==> src/rtl/gpio_qb_pkg.sv <==
// Package: shared sizes and the address map of the port bank.
// Assumes ports are 8 bits wide so bit addresses split as {byte[7:3], idx}.
package gpio_qb_pkg;
    localparam int NUM_PORTS = 3;
    localparam int PORT_W    = 8;
    localparam int ADDR_W    = 8;
    localparam int BIT_IDX_W = $clog2(PORT_W);
    localparam int TOTAL_W   = NUM_PORTS * PORT_W;

    localparam logic [ADDR_W-1:0] DATA_BASE = 8'h80;
    localparam logic [ADDR_W-1:0] DATA_STEP = 8'h10;
    localparam logic [ADDR_W-1:0] PUP_BASE  = 8'hB2;

    // Byte address of port p's data latch.
    function automatic logic [ADDR_W-1:0] data_addr(input int p);
        return DATA_BASE + DATA_STEP * ADDR_W'(p);
    endfunction

    // Byte address of port p's pull-up configuration register.
    function automatic logic [ADDR_W-1:0] pup_addr(input int p);
        return PUP_BASE + ADDR_W'(p);
    endfunction
endpackage

==> src/rtl/gpio_qb_sync.sv <==
// Module: two-stage synchronizer for a vector of pad inputs.
// Assumes each bit is independent; no bus coherence is implied.
module gpio_qb_sync #(
    parameter int W = 8,
    parameter logic RST_VAL = 1'b1
) (
    input  logic         clk,
    input  logic         rst_n,
    input  logic [W-1:0] d,
    output logic [W-1:0] q
);
    logic [W-1:0] stage1;

    // Shift the raw level through two flops.
    always_ff @(posedge clk) begin
        if (!rst_n) begin
            stage1 <= {W{RST_VAL}};
            q      <= {W{RST_VAL}};
        end else begin
            stage1 <= d;
            q      <= stage1;
        end
    end
endmodule

==> src/rtl/gpio_qb_bank.sv <==
// Module: one quasi-bidirectional port: latch, pull-up config, pin sampling
// and pad drive with peripheral override.
// Assumes the caller decodes addresses; byte_wr takes precedence over bit_wr.
module gpio_qb_bank #(
    parameter int W = 8,
    localparam int IDX_W = $clog2(W)
) (
    input  logic             clk,
    input  logic             rst_n,
    input  logic             byte_wr,
    input  logic [W-1:0]     wdata,
    input  logic             bit_wr,
    input  logic [IDX_W-1:0] bit_idx,
    input  logic             bit_val,
    input  logic             pup_wr,
    input  logic [W-1:0]     alt_en,
    input  logic [W-1:0]     alt_out,
    input  logic [W-1:0]     pad_in,
    output logic [W-1:0]     latch_q,
    output logic [W-1:0]     pup_q,
    output logic [W-1:0]     pin_q,
    output logic [W-1:0]     pad_drive_low,
    output logic [W-1:0]     pad_pullup_en
);
    // Output latch: released (all ones) after reset.
    always_ff @(posedge clk) begin
        if (!rst_n) begin
            latch_q <= '1;
        end else if (byte_wr) begin
            latch_q <= wdata;
        end else if (bit_wr) begin
            latch_q[bit_idx] <= bit_val;
        end
    end

    // Pull-up configuration: 0 = pull-up on, reset to all on.
    always_ff @(posedge clk) begin
        if (!rst_n) begin
            pup_q <= '0;
        end else if (pup_wr) begin
            pup_q <= wdata;
        end
    end

    gpio_qb_sync #(.W(W), .RST_VAL(1'b1)) u_sync (
        .clk  (clk),
        .rst_n(rst_n),
        .d    (pad_in),
        .q    (pin_q)
    );

    // Pad drive: peripheral value when overridden, else the latch.
    always_comb begin
        for (int i = 0; i < W; i++) begin
            pad_drive_low[i] = alt_en[i] ? ~alt_out[i] : ~latch_q[i];
        end
        pad_pullup_en = ~pup_q;
    end
endmodule

==> src/rtl/gpio_qb_port.sv <==
// Module: bank of quasi-bidirectional ports on an SFR bus.
// Decodes byte and bit writes, muxes the read path and drives the pads.
// Assumes reads are combinational and writes take effect at the next edge.
module gpio_qb_port
    import gpio_qb_pkg::*;
(
    input  logic                 clk,
    input  logic                 rst_n,
    input  logic [ADDR_W-1:0]    sfr_addr,
    input  logic [PORT_W-1:0]    sfr_wdata,
    input  logic                 sfr_wr,
    input  logic                 sfr_rd_latch,
    output logic [PORT_W-1:0]    sfr_rdata,
    input  logic                 bit_wr,
    input  logic [ADDR_W-1:0]    bit_addr,
    input  logic                 bit_val,
    input  logic [TOTAL_W-1:0]   alt_en,
    input  logic [TOTAL_W-1:0]   alt_out,
    input  logic [TOTAL_W-1:0]   pad_in,
    output logic [TOTAL_W-1:0]   pad_drive_low,
    output logic [TOTAL_W-1:0]   pad_pullup_en
);
    logic [PORT_W-1:0] latch_q [NUM_PORTS];
    logic [PORT_W-1:0] pup_q   [NUM_PORTS];
    logic [PORT_W-1:0] pin_q   [NUM_PORTS];

    for (genvar p = 0; p < NUM_PORTS; p++) begin : g_port
        localparam logic [ADDR_W-1:0] D_ADDR = data_addr(p);
        localparam logic [ADDR_W-1:0] U_ADDR = pup_addr(p);
        logic byte_hit, bit_hit, pup_hit;

        // Address decode for this port.
        always_comb begin
            byte_hit = sfr_wr && (sfr_addr == D_ADDR);
            bit_hit  = bit_wr &&
                       (bit_addr[ADDR_W-1:BIT_IDX_W] == D_ADDR[ADDR_W-1:BIT_IDX_W]);
            pup_hit  = sfr_wr && (sfr_addr == U_ADDR);
        end

        gpio_qb_bank #(.W(PORT_W)) u_bank (
            .clk          (clk),
            .rst_n        (rst_n),
            .byte_wr      (byte_hit),
            .wdata        (sfr_wdata),
            .bit_wr       (bit_hit),
            .bit_idx      (bit_addr[BIT_IDX_W-1:0]),
            .bit_val      (bit_val),
            .pup_wr       (pup_hit),
            .alt_en       (alt_en[p*PORT_W +: PORT_W]),
            .alt_out      (alt_out[p*PORT_W +: PORT_W]),
            .pad_in       (pad_in[p*PORT_W +: PORT_W]),
            .latch_q      (latch_q[p]),
            .pup_q        (pup_q[p]),
            .pin_q        (pin_q[p]),
            .pad_drive_low(pad_drive_low[p*PORT_W +: PORT_W]),
            .pad_pullup_en(pad_pullup_en[p*PORT_W +: PORT_W])
        );
    end

    // Read path: latch or pins for data addresses, config regs, else zero.
    always_comb begin
        sfr_rdata = '0;
        for (int p = 0; p < NUM_PORTS; p++) begin
            if (sfr_addr == data_addr(p)) begin
                sfr_rdata = sfr_rd_latch ? latch_q[p] : pin_q[p];
            end
            if (sfr_addr == pup_addr(p)) begin
                sfr_rdata = pup_q[p];
            end
        end
    end
endmodule

==> config.mk <==
export PLATFORM = sky130hd
export DESIGN_NAME = gpio_qb_port
export DESIGN_NICKNAME = d
export VERILOG_FILES = /design/src/rtl/gpio_qb_pkg.sv /design/src/rtl/gpio_qb_sync.sv /design/src/rtl/gpio_qb_bank.sv /design/src/rtl/gpio_qb_port.sv
export SDC_FILE = /design/constraint.sdc
export NUM_CORES = 1
export LEC_CHECK = 0
export ABC_AREA = 1
export ABC_CLOCK_PERIOD_IN_PS = 3200
export CORE_MARGIN = 2
export CORE_UTILIZATION = 35
export CTS_CLUSTER_SIZE = 16
export DETAILED_ROUTE_END_ITERATION = 10
export HOLD_SLACK_MARGIN = 0.02
export PLACE_DENSITY_LB_ADDON = 0.05
export SLEW_MARGIN = 20
export SYNTH_ARGS = -nofsm -noshare
export SYNTH_HDL_FRONTEND = slang
export SYNTH_SLANG_ARGS = --single-unit
==> constraint.sdc <==
create_clock -name clk -period 3.2 [get_ports clk]
set_input_delay 0.48 -clock clk [delete_from_list [all_inputs] [get_ports clk]]
set_output_delay 0.48 -clock clk [all_outputs]
set_load 0.03 [all_outputs]
==> metrics.md <==
| Metric | Value |
|---|---|
| Status | `complete, no violations` |
| Initial Util | `0.354` |
| Hold Fails Final Rpt | `0` |
| DR iter-0 viols | `286` |
| Die Span Y | `122 um` |
| Clock skew | `0.00707 ns` |
| Routed WL | `~16000 um` |
| Final Cycle Share | `0.857` |
| Total GRT Usage | `0.220` |
| Tightest Pin Transition | `~0.71 ns` |
| Post-Syn Instances | `701` |
| Synth unique cells | `31` |
| Final worst slack | `approximately 0.46 ns` |
| Static Leak | `3.15 nW` |
| Clk slew on worst S/H paths | `0.06 ns` |
| Worst path top cell family by delay | `buffers and inverters` |
| Hold Slack | `0.412 ns` |
| Reg2Reg Depth | `4` |
| Syn_nets | `803` |
| CTS Sinks | `between 90 and 100` |
| Post-Syn Area | `4860 sq um` |
| Routed length per instance | `15.8 um` |
| Final slew viol count | `0` |
| Number of synthesized register bits | `between 90 and 100` |
| Vias in the first global route | `4669` |
| CTS Buf Count | `9` |
| Yosys top cell area share | `0.395` |
| WS Path Type | `primary input to output port` |
| Final core occ | `0.502` |
| R2r endpoint | `g_port[1].u_bank.latch_q[1]` |
| CP Capture Type | `output port` |
| Place WS | `0.490 ns` |
| Synth top area cells | `dfxtp_1, nand2_1, nand3_1, or2_2, inv_1` |
| Bufs and invs on worst path | `4` |
| Number of synthesized flops with an enable pin | `0` |
| Hold-fix buffers, CTS | `0` |
| Yosys warns | `0` |
| R2R Setup Slk | `2.39 ns` |
| Chip Width | `122 um` |
| Drt drc | `0` |
| Worst hold path type | `flop to flop` |
| Worst-Skew Late Latency | `roughly 0.35 ns` |
| Die area | `14800 sq um` |
| Vias | `4935` |
| PwrDens | `403 nW/um^2` |
| Setup TNS | `0 ns` |
| # setup viols final | `0` |
| IO buf count | `between 150 and 200` |
| Io pins | `~160` |
| Gp weighted congestion | `between 0.8 and 0.9` |
| Post-CTS Setup Repair Bufs | `0` |
| WP data required | `between 2 and 3 ns` |
| Clock tree buffer depth | `2` |
| Max Cap Viol | `0` |
| First-pass GRT wire length | `between 20000 and 25000 um` |
| CTS root buf | `clkbuf_16` |
| Sequential cell area fraction in the yosys report | `0.395` |
| Fmax | `about 360 MHz` |
| CTS tree | `built` |
| # nets final | `roughly 950` |
| Area Growth Syn to Fin | `41.8%` |
| DRT Pass-1 Iters | `5` |
| Core area | `13700 sq um` |
| Hold endpoint | `g_port[1].u_bank.u_sync.q[7]` |
| Slew HR | `0.523` |
| H-tree depth | `3` |
| Critical path cell sequence | `clkdlybuf4s50_1, inv_1, buf_12, nand2_1, o21a_1, nor2_1, nor2_1, nand4_1, buf_12` |
| Syn_area_per_cell | `6.93 sq um` |
| RSZ-0062 raised after global routing | `no` |
| Max incr delay on CP | `0.64 ns` |
| Congestion Overflow GR | `0` |
| Tmin final | `2.74 ns` |
| Largest net degree at the start of global routing | `49` |
| Initial antenna violation count | `0` |
| Post-DP HPWL | `12000 um` |
| Crit path launch type | `primary input` |
| WHS Path Cells | `1` |
| Critical path arrival | `~2.3 ns` |
| Row Count | `43` |
| Layout cells sized above 1 | `0.133` |
| Most used DFF post-synth | `dfxtp_1` |
| Critical path peak fanout | `40` |
| Ys async rst share | `0` |
| Reg-to-reg startpoint | `g_port[1].u_bank.latch_q[1]` |
| Via density | `approximately 4.8` |
| Peak VDD IR | `about 0.27 mV` |
| Routed Antenna Nets | `0` |
| Slowest stage cell, crit path | `clkdlybuf4s50_1` |
| Post-cts resize count | `0` |
| Antenna diodes | `0` |
| Final std cells w/o fill | `1029` |
| Post-Place Cells | `1013` |
| HP Start | `g_port[1].u_bank.u_sync.stage1[7]` |
| Synth area leader | `dfxtp_1` |
-- layer usage --
| metal | vias to the layer above | track usage | share of wire |
|---|---|---|---|
| li1 | 2495 | - | - |
| met1 | 2231 | 0.284 | 0.44 |
| met2 | 179 | 0.356 | 0.46 |
| met3 | 30 | 0.0431 | 0.071 |
| met4 | 0 | 0.101 | 0.029 |
| met5 | - | 0 | 0 |
-- cell usage in the layout, fill, tap and decap left out --
cell type and n:
nor2_8 1, o21a_1 8, dfxtp_1 96, nand3_4 3, clkinv_4 1, nor2_4 1
a21oi_1 24, mux2i_1 8, inv_2 9, inv_1 68, nand3_1 72, or2_2 48
nand2_1 201, nor2_2 3, nor2_1 69, clkinvlp_4 1, inv_8 1, nor3_2 5
clkbuf_8 1, o211ai_1 8, inv_4 1, nor3_1 1, nand2_2 6, clkdlybuf4s50_1 149
o21ai_1 2, buf_4 6, nor3_4 4, clkbuf_16 9, bufinv_16 1, buf_12 6
nand3_2 2, nand2_4 2, nand4_1 16, inv_6 2, o21ai_0 14
-- synth_stat cells (2+ instances only) --
cell and number:
nor2_1 69, nand4_1 16, nand3_1 72, mux2i_1 8
buf_6 3, o211ai_1 8, nand3_4 3, or2_2 48
nor3_4 4, buf_2 10, clkbuf_1 11, nand2_2 6
inv_2 8, inv_1 69, dfxtp_1 96, a21oi_1 24
nand2_4 2, o21ai_1 2, buf_4 3, o21a_1 8
nand2_1 201, nor3_2 5, o21ai_0 14, nand3_2 2
nor2_2 3
-- worst max path at each step --
stage          slack (ns)         start           end  depth (start not counted)
6_report             0.46  sfr_rd_latch  sfr_rdata[5]                          9
3_3_place_gp         0.51  sfr_rd_latch  sfr_rdata[5]                          9
3_5_place_dp         0.49  sfr_rd_latch  sfr_rdata[5]                          9
2_1_floorplan        1.18  sfr_rd_latch  sfr_rdata[3]                          7
4_1_cts              0.47  sfr_rd_latch  sfr_rdata[5]                          9
5_1_grt              0.31  sfr_rd_latch  sfr_rdata[5]                          9
-- power breakdown --
| group | total (W) | switching (W) | internal, W |
|---|---|---|---|
| Combinational | 0.000407 | 0.000207 | 0.000200 |
| Clock | 0.00114 | 0.000499 | 0.000640 |
| Sequential | 0.00123 | 0.00000842 | 0.00122 |
| Total | 0.00278 | 0.000714 | 0.00206 |
-- sequential cells by signal, summed over array words and instances, names as in the netlist --
signal / count
g_port.u_bank.latch_q: 24
g_port.u_bank.pup_q: 24
g_port.u_bank.u_sync.q: 24
g_port.u_bank.u_sync.stage1: 24
-- metrics by stage --
step                      power [W]  cell area [sq um]
after floorplan             0.00144               4860
after global placement      0.00166               6580
after detailed placement    0.00167               6580
after CTS                   0.00281               6890
after global routing        0.00288               6890
final                       0.00278               6890
-- final cells by class --
class | instances | area (sq um)
clock buffers | 10 | 239
clock inverters | 6 | 75.1
fillers | 1382 | 6830
inverters | 78 | 295
multi-input cells | 498 | 2480
flip-flops and latches | 96 | 1920
well taps | 180 | 225
repair buffers | 161 | 1660
-- cells by family after synthesis --
logic type / Yosys count / share of synthesized area
simple gates: 434 / 0.427
buf+inv: 107 / 0.0947
flops: 96 / 0.395
compound gates: 56 / 0.0659
mux: 8 / 0.0165
No activity file was read; power rests on OpenSTA's default activity.
